===== src/rtl/wpr_pkg.sv =====
package wpr_pkg;
  localparam int unsigned BLK_SHIFT = 12;

  typedef enum logic [2:0] {
    ST_OK      = 3'd0,
    ST_ACCESS  = 3'd1,
    ST_INVALID = 3'd2,
    ST_UNSUP   = 3'd3,
    ST_NORES   = 3'd4,
    ST_ALREADY = 3'd5
  } wpr_status_e;

  typedef enum logic [2:0] {
    OP_ERASE_OP  = 3'd0,
    OP_PREFIX_OP = 3'd1,
    OP_BASE      = 3'd2,
    OP_CLEAR     = 3'd3,
    OP_PROTECT   = 3'd4,
    OP_LOCK      = 3'd5
  } wpr_op_e;
endpackage


===== src/rtl/wpr_ctrl.sv =====
module wpr_ctrl
  import wpr_pkg::*;
#(
  parameter int unsigned AW         = 32,
  parameter int unsigned CW         = 16,
  parameter int unsigned NR         = 5,
  parameter int unsigned MAX_RANGE  = 32'h0100_0000,
  parameter int unsigned MAX_OFFSET = 32'h0100_0000,
  localparam int unsigned BW = AW - BLK_SHIFT,
  localparam int unsigned EW = BW + 1,
  localparam int unsigned IW = $clog2(NR + 1)
) (
  input  logic          clk,
  input  logic          rst_n,
  input  logic          cfg_valid,
  output logic          cfg_ready,
  input  logic [2:0]    cfg_op,
  input  logic [AW-1:0] cfg_arg,
  input  logic [CW-1:0] cfg_count,
  output logic          rsp_valid,
  input  logic          rsp_ready,
  output logic [2:0]    rsp_status,
  output logic          locked,
  output logic          base_set,
  output logic [AW-1:0] base_addr,
  output logic          erase_set,
  output logic [7:0]    erase_opcode,
  output logic [7:0]    prefix_opcode,
  output logic          rng_we,
  output logic [IW-1:0] rng_idx,
  output logic [EW-1:0] rng_start,
  output logic [EW-1:0] rng_end,
  output logic          rng_clr
);
  localparam int unsigned SW = AW + CW + BLK_SHIFT + 1;

  logic          acc;
  logic          full;
  logic          bad_rng;
  logic [SW-1:0] span;
  logic [SW-1:0] off;
  logic [SW-1:0] reach;
  logic [IW-1:0] nxt_q;
  wpr_status_e   st;

  assign cfg_ready = !rsp_valid || rsp_ready;
  assign acc       = cfg_valid && cfg_ready;
  assign full      = (nxt_q == IW'(NR));

  // window bound arithmetic, kept wide enough that no sum wraps
  always_comb begin
    span    = SW'(cfg_count) << BLK_SHIFT;
    off     = SW'(cfg_arg) - SW'(base_addr);
    reach   = off + span;
    bad_rng = (cfg_arg < base_addr) || (span > SW'(MAX_RANGE)) ||
              (reach > SW'(MAX_RANGE));
  end

  // lock refusal first, then ordering rules, then argument checks
  always_comb begin
    case (cfg_op)
      OP_ERASE_OP, OP_PREFIX_OP, OP_CLEAR:
        st = locked ? ST_ACCESS : ST_OK;
      OP_BASE:
        if (locked)                        st = ST_ACCESS;
        else if (base_set)                 st = ST_UNSUP;
        else if (SW'(cfg_arg) > SW'(MAX_OFFSET)) st = ST_INVALID;
        else                               st = ST_OK;
      OP_PROTECT:
        if (locked)        st = ST_ACCESS;
        else if (!base_set) st = ST_UNSUP;
        else if (bad_rng)  st = ST_INVALID;
        else if (full)     st = ST_NORES;
        else               st = ST_OK;
      OP_LOCK:
        st = locked ? ST_ALREADY : ST_OK;
      default:
        st = ST_INVALID;
    endcase
  end

  assign rng_we    = acc && (st == ST_OK) && (cfg_op == OP_PROTECT);
  assign rng_clr   = acc && (st == ST_OK) && (cfg_op == OP_CLEAR);
  assign rng_idx   = nxt_q;
  assign rng_start = EW'(cfg_arg[AW-1:BLK_SHIFT]);
  assign rng_end   = EW'(cfg_arg[AW-1:BLK_SHIFT]) + EW'(cfg_count);

  always_ff @(posedge clk or negedge rst_n) begin
    if (!rst_n) begin
      rsp_valid     <= 1'b0;
      rsp_status    <= 3'd0;
      locked        <= 1'b0;
      base_set      <= 1'b0;
      base_addr     <= '0;
      erase_set     <= 1'b0;
      erase_opcode  <= 8'd0;
      prefix_opcode <= 8'd0;
      nxt_q         <= '0;
    end else begin
      if (acc) begin
        rsp_valid  <= 1'b1;
        rsp_status <= st;
        if (st == ST_OK) begin
          case (cfg_op)
            OP_ERASE_OP: begin
              erase_opcode <= cfg_arg[7:0];
              erase_set    <= 1'b1;
            end
            OP_PREFIX_OP: prefix_opcode <= cfg_arg[7:0];
            OP_BASE: begin
              base_addr <= cfg_arg;
              base_set  <= 1'b1;
            end
            OP_CLEAR:   nxt_q  <= '0;
            OP_PROTECT: nxt_q  <= nxt_q + 1'b1;
            OP_LOCK:    locked <= 1'b1;
            default: ;
          endcase
        end
      end else if (rsp_ready) begin
        rsp_valid <= 1'b0;
      end
    end
  end
endmodule


===== src/rtl/wpr_range_bank.sv =====
module wpr_range_bank #(
  parameter int unsigned NR = 5,
  parameter int unsigned EW = 21,
  parameter int unsigned IW = 3
) (
  input  logic             clk,
  input  logic             rst_n,
  input  logic             we,
  input  logic [IW-1:0]    idx,
  input  logic [EW-1:0]    start,
  input  logic [EW-1:0]    stop,
  input  logic             clr,
  output logic [NR-1:0]    vld,
  output logic [NR*EW-1:0] st_flat,
  output logic [NR*EW-1:0] en_flat
);
  for (genvar i = 0; i < NR; i++) begin : g_slot
    logic          v_q;
    logic [EW-1:0] s_q;
    logic [EW-1:0] e_q;

    always_ff @(posedge clk or negedge rst_n) begin
      if (!rst_n) begin
        v_q <= 1'b0;
        s_q <= '0;
        e_q <= '0;
      end else if (clr) begin
        v_q <= 1'b0;
      end else if (we && (idx == IW'(i))) begin
        v_q <= 1'b1;
        s_q <= start;
        e_q <= stop;
      end
    end

    assign vld[i]              = v_q;
    assign st_flat[i*EW +: EW] = s_q;
    assign en_flat[i*EW +: EW] = e_q;
  end
endmodule


===== src/rtl/wpr_point_hit.sv =====
module wpr_point_hit #(
  parameter int unsigned NR = 5,
  parameter int unsigned EW = 21
) (
  input  logic [EW-1:0]    pt,
  input  logic [NR-1:0]    vld,
  input  logic [NR*EW-1:0] st_flat,
  input  logic [NR*EW-1:0] en_flat,
  output logic             hit
);
  logic [NR-1:0] in_rng;

  for (genvar j = 0; j < NR; j++) begin : g_cmp
    assign in_rng[j] = vld[j] && (pt >= st_flat[j*EW +: EW]) &&
                       (pt < en_flat[j*EW +: EW]);
  end

  assign hit = |in_rng;
endmodule


===== src/rtl/wpr_unit.sv =====
module wpr_unit
  import wpr_pkg::*;
#(
  parameter int unsigned AW         = 32,
  parameter int unsigned CW         = 16,
  parameter int unsigned NR         = 5,
  parameter int unsigned MAX_RANGE  = 32'h0100_0000,
  parameter int unsigned MAX_OFFSET = 32'h0100_0000
) (
  input  logic          clk,
  input  logic          rst_n,
  input  logic          cfg_valid,
  output logic          cfg_ready,
  input  logic [2:0]    cfg_op,
  input  logic [AW-1:0] cfg_arg,
  input  logic [CW-1:0] cfg_count,
  output logic          rsp_valid,
  input  logic          rsp_ready,
  output logic [2:0]    rsp_status,
  output logic          locked,
  output logic          base_set,
  output logic [AW-1:0] base_addr,
  output logic          erase_set,
  output logic [7:0]    erase_opcode,
  output logic [7:0]    prefix_opcode,
  input  logic [7:0]    chk_opcode,
  input  logic          chk_write,
  input  logic [AW-1:0] chk_addr,
  output logic          chk_block,
  input  logic          q_valid,
  input  logic [AW-1:0] q_addr,
  input  logic [CW-1:0] q_count,
  output logic          q_rsp_valid,
  output logic          q_protected,
  output logic [7:0]    cap_ranges,
  output logic [31:0]   cap_max_range,
  output logic [31:0]   cap_max_offset
);
  localparam int unsigned BW = AW - BLK_SHIFT;
  localparam int unsigned EW = BW + 1;
  localparam int unsigned IW = $clog2(NR + 1);

  logic             rng_we;
  logic             rng_clr;
  logic [IW-1:0]    rng_idx;
  logic [EW-1:0]    rng_start;
  logic [EW-1:0]    rng_end;
  logic [NR-1:0]    vld;
  logic [NR*EW-1:0] st_flat;
  logic [NR*EW-1:0] en_flat;

  assign cap_ranges     = 8'(NR);
  assign cap_max_range  = 32'(MAX_RANGE);
  assign cap_max_offset = 32'(MAX_OFFSET);

  wpr_ctrl #(
    .AW(AW), .CW(CW), .NR(NR), .MAX_RANGE(MAX_RANGE), .MAX_OFFSET(MAX_OFFSET)
  ) ctrl_i (
    .clk(clk), .rst_n(rst_n),
    .cfg_valid(cfg_valid), .cfg_ready(cfg_ready), .cfg_op(cfg_op),
    .cfg_arg(cfg_arg), .cfg_count(cfg_count),
    .rsp_valid(rsp_valid), .rsp_ready(rsp_ready), .rsp_status(rsp_status),
    .locked(locked), .base_set(base_set), .base_addr(base_addr),
    .erase_set(erase_set), .erase_opcode(erase_opcode),
    .prefix_opcode(prefix_opcode),
    .rng_we(rng_we), .rng_idx(rng_idx), .rng_start(rng_start),
    .rng_end(rng_end), .rng_clr(rng_clr)
  );

  wpr_range_bank #(.NR(NR), .EW(EW), .IW(IW)) bank_i (
    .clk(clk), .rst_n(rst_n), .we(rng_we), .idx(rng_idx),
    .start(rng_start), .stop(rng_end), .clr(rng_clr),
    .vld(vld), .st_flat(st_flat), .en_flat(en_flat)
  );

  // command check: one point lookup
  logic cmd_hit;
  logic modifying;

  wpr_point_hit #(.NR(NR), .EW(EW)) cmd_hit_i (
    .pt(EW'(chk_addr[AW-1:BLK_SHIFT])), .vld(vld),
    .st_flat(st_flat), .en_flat(en_flat), .hit(cmd_hit)
  );

  assign modifying = chk_write || (erase_set && (chk_opcode == erase_opcode));
  assign chk_block = modifying && cmd_hit;

  // coverage query: the span is covered iff its first block is covered and
  // every range end falling strictly inside the span is itself covered
  logic [EW-1:0] qs;
  logic [EW-1:0] qe;
  logic          head_hit;
  logic [NR-1:0] gap;

  assign qs = EW'(q_addr[AW-1:BLK_SHIFT]);
  assign qe = qs + EW'(q_count);

  wpr_point_hit #(.NR(NR), .EW(EW)) head_i (
    .pt(qs), .vld(vld), .st_flat(st_flat), .en_flat(en_flat), .hit(head_hit)
  );

  for (genvar i = 0; i < NR; i++) begin : g_edge
    logic [EW-1:0] e_pt;
    logic          e_hit;
    assign e_pt = en_flat[i*EW +: EW];
    wpr_point_hit #(.NR(NR), .EW(EW)) edge_i (
      .pt(e_pt), .vld(vld), .st_flat(st_flat), .en_flat(en_flat), .hit(e_hit)
    );
    assign gap[i] = vld[i] && (e_pt > qs) && (e_pt < qe) && !e_hit;
  end

  logic covered;
  assign covered = (q_count != '0) && head_hit && !(|gap);

  always_ff @(posedge clk or negedge rst_n) begin
    if (!rst_n) begin
      q_rsp_valid <= 1'b0;
      q_protected <= 1'b0;
    end else begin
      q_rsp_valid <= q_valid;
      q_protected <= q_valid && covered;
    end
  end

  logic unused_low;
  assign unused_low = ^{chk_addr[BLK_SHIFT-1:0], q_addr[BLK_SHIFT-1:0]};
endmodule


===== config.mk =====
export PLATFORM = sky130hd
export DESIGN_NAME = wpr_unit
export DESIGN_NICKNAME = d
export VERILOG_FILES = /design/src/rtl/wpr_pkg.sv /design/src/rtl/wpr_ctrl.sv /design/src/rtl/wpr_range_bank.sv /design/src/rtl/wpr_point_hit.sv /design/src/rtl/wpr_unit.sv
export SDC_FILE = /design/constraint.sdc
export NUM_CORES = 2
export LEC_CHECK = 0
export BUFFER_PORTS_ARGS = -buffer_cell sky130_fd_sc_hd__buf_2
export CAP_MARGIN = 20
export CORE_ASPECT_RATIO = 0.6
export CORE_MARGIN = 2
export CORE_UTILIZATION = 35
export CTS_BUF_LIST = sky130_fd_sc_hd__clkbuf_16
export CTS_CLUSTER_SIZE = 12
export DETAILED_ROUTE_END_ITERATION = 12
export SYNTH_ARGS = -nofsm -noshare
export SYNTH_HDL_FRONTEND = slang
export SYNTH_HIERARCHICAL = 1
export SYNTH_SLANG_ARGS = --single-unit
export TNS_END_PERCENT = 30

===== constraint.sdc =====
create_clock -name clk -period 15.1 [get_ports clk]
set_input_delay 0 -clock clk [delete_from_list [all_inputs] [get_ports clk]]
set_output_delay 0 -clock clk [all_outputs]
set_load 0.01 [all_outputs]

==> metrics.yaml <==
grtUsageMet2_pct: 39.0
antenna_found_initial: 10
start_util_pct: 35.3
yosysTopAreaCell: "ha_1"
area_growth_pct: 9.38
root_buffer: "clkbuf_16"
register_area_mm2: 0.00689
core_mm2: 0.158
place_congestion: 0.954
whs_path_depth: 2
place_area_mm2: 0.0596
synth.avg_cell_area_um2: 8.03
reg2regPathDepth: 28
postCtsResizedCells: 0
hold_viol: 0
slowest_delay_ns: 0.52
overflow: 0
cp-end-kind: "flip-flop"
yosys.area_share.simple_pct: 12.6
fmax_ghz: 0.123
clk_pin_slew_ns: 0.06
multiInputGateArea_mm2: 0.0425
synth_area_leaders: "ha_1 38%, dfrtp_1 12%, inv_1 10%"
antenna_left: 0
synthFlopType: "dfrtp_1"
hp-class: "in -> reg"
finalInstanceArea_mm2: 0.0611
layout.nets: 9128
io_pins: 276
cts_buffers: 35
synth_top_family_by_area: "adder cells"
top_usage_layer: "met2"
worstSetupStartpointType: "flip-flop"
synthXorXnorAreaFrac_pct: 0.910
die_h_um: 313
n_fill_cell: 16100
h-tree-depth: 2
synthAdderAreaFrac_pct: 38.6
grt_pass1_wl_um: 328000
crit_slowest_cell: "a311oi_1"
power_density_mw_per_mm2: 44.1
grt_max_degree: 87
slew_headroom_pct: 18.1
tightest_slew_ns: 1.22
async_reset_ff_share_pct: 100
cp_max_fo: 26
clock_path_buffers: 3
ys_ff_latch: 275
grt_use_met3_pct: 5.35
route.detailed.drc: 0
cts_tree: "done"
synth-edff-count: 0
setup_tns_ns: 0
netlist_instances: 6957
synth_cell_types: 101
groute.usage.overall_pct: 26.8
vias: 53800
dp_hpwl_um: 176000
io_buffers: 179
final.min_clock_period_ns: 8.11
viasPerCell: 5.71
synth_top_area_share_pct: 38.3
clock_latency_ns: 0.57
rsz0062_at_grt: "false"
total_leakage_power_nw: 29.2
rows: 113
die_area_mm2: 0.163
grt_pass1_vias: 52100
clock-sinks: 275
synth_compound_area_share_pct: 18.7
ys.warnings.count: 6
final_layout_size_suffix_gt1_share_pct: 8.50
synthMuxAreaShare_pct: 4.76
slew_viol_final: 0
gr-usage-met1_pct: 38.8
drt_iter0_markers: 5893
vdd_ir_drop_max_mv: 0.0735
ys_seq_area_share_pct: 12.3
crit_type: "reg -> reg"
arrival_ns: 8.55
yosysMostFrequentCell: "ha_1"
fin_skew_ns: 0.0268
run_status: "finished clean"
fp.dieW_um: 520
synth_area_mm2: 0.0558
cap_violations: 0
drt_pass1_iterations: 8
critPathRequiredTime_ns: 15.53
routed_wl_um: 225000
yosys-top-cells-count: "1709 x ha_1, 1520 x inv_1, 528 x a21oi_1"
routedWlPerCell_um: 23.8
period_share_pct: 53.7
setup_viol: 0
[stage by stage]
step                      hold slack (ns)  std cells  utilization, %  power, mW  worst slack [ns]
after floorplan                    -0.296       7047               -       1.49              8.34
after global placement             0.0477       9323            37.6       1.81              7.20
after detailed placement           0.0560       9323            37.6       1.82              7.07
after CTS                         0.00547       9421            38.6       2.69              7.02
after global routing              0.00213       9423            38.6       2.84              6.28
final                             0.00260       9425            38.6       2.69              6.99
[layout by cell type (no fill, tap or decap), types with 93 or more instances in the layout]
cell and count:
a211oi_1 108, a21o_1 269, a21oi_1 528, buf_2 178, buf_4 118, conb_1 93
dfrtp_1 267, ha_1 1709, inv_1 1524, mux2_2 209, nand2_1 367, nand3_1 141
nand4_1 185, nor2_1 247, o21ai_0 322
[sequential cells by signal (all words and copies together), names as in the netlist]
register	count
ctrl_i/base_set	1
ctrl_i/prefix_opcode	8
bank_i/g_slot.s_q	105
ctrl_i/rng_idx	3
bank_i/g_slot.e_q	105
ctrl_i/erase_set	1
ctrl_i/erase_opcode	8
ctrl_i/locked	1
q_protected	1
ctrl_i/rsp_status	3
q_rsp_valid	1
ctrl_i/base_addr	32
bank_i/g_slot.v_q	5
ctrl_i/rsp_valid	1
[critical path, delay by kind of cell, from the launching register on]
kind                     cells  cell delay [ns]
AO/OA/AOI/OAI               14             3.19
XOR/XNOR                     1             0.16
adder cells (fa/ha/maj)      2             0.76
buffers and inverters        2             0.49
flip-flops                   1             0.37
multiplexers                 1             0.34
AND/OR/NAND/NOR              8             2.62
[worst paths after layout]
kind	start	end	slack, ns
max in group asynchronous	rst_n	bank_i/g_slot[4].e_q[4]	12.72
min in group asynchronous	rst_n	bank_i/g_slot[3].s_q[14]	0.04
worst min register to register	ctrl_i/rsp_status[0]	ctrl_i/rsp_status[0]	0.49
worst max register to register	ctrl_i/base_addr[8]	bank_i/g_slot[2].e_q[2]	6.99
worst min-delay path	cfg_arg[25]	bank_i/g_slot[3].s_q[13]	0.003
worst max-delay path	ctrl_i/base_addr[8]	bank_i/g_slot[2].e_q[2]	6.99
[where the power goes]
group	leakage [nW]	internal, mW	total, mW	switching, mW
clock	0.563	0.495	0.853	0.358
combinational	25.0	0.382	1.04	0.655
sequential	3.68	0.768	0.801	0.0331
total	29.2	1.65	2.69	1.05
[what timing repair did]
action / in CTS / in global routing
endpoints found under the hold margin: 208 / 0
setup buffers: 0 / 0
hold buffers: 36 / 0
[kinds of logic (layout without fill, tap and decap cells)]
| logic type | after synthesis | in the layout |
|---|---|---|
| AO/OA/AOI/OAI | 1630 | 1630 |
| XOR/XNOR | 58 | 58 |
| adder cells (fa/ha/maj) | 1719 | 1719 |
| buffers and inverters | 1667 | 1915 |
| flip-flops | 275 | 275 |
| multiplexers | 233 | 233 |
| other | 3 | 96 |
| AND/OR/NAND/NOR | 1372 | 1372 |
[per-layer routing]
metal	part of all wire, %	wire, um
met3	11	25300
met1	45	101000
met4	3.8	8620
met2	40	89400
met5	0.019	42
[cell type report]
| cell class | instances | area share (%) |
|---|---|---|
| Antenna cell | 3 | 0.0123 |
| Inverter | 1520 | 9.34 |
| Sequential cell | 275 | 11.3 |
| Clock inverter | 25 | 0.328 |
| Clock buffer | 37 | 1.52 |
| Multi-Input combinational cell | 5105 | 69.6 |
| Tap cell | 2127 | 4.36 |
| Timing Repair Buffer | 333 | 3.52 |
Note: power is estimated with default switching activity, not from simulation.
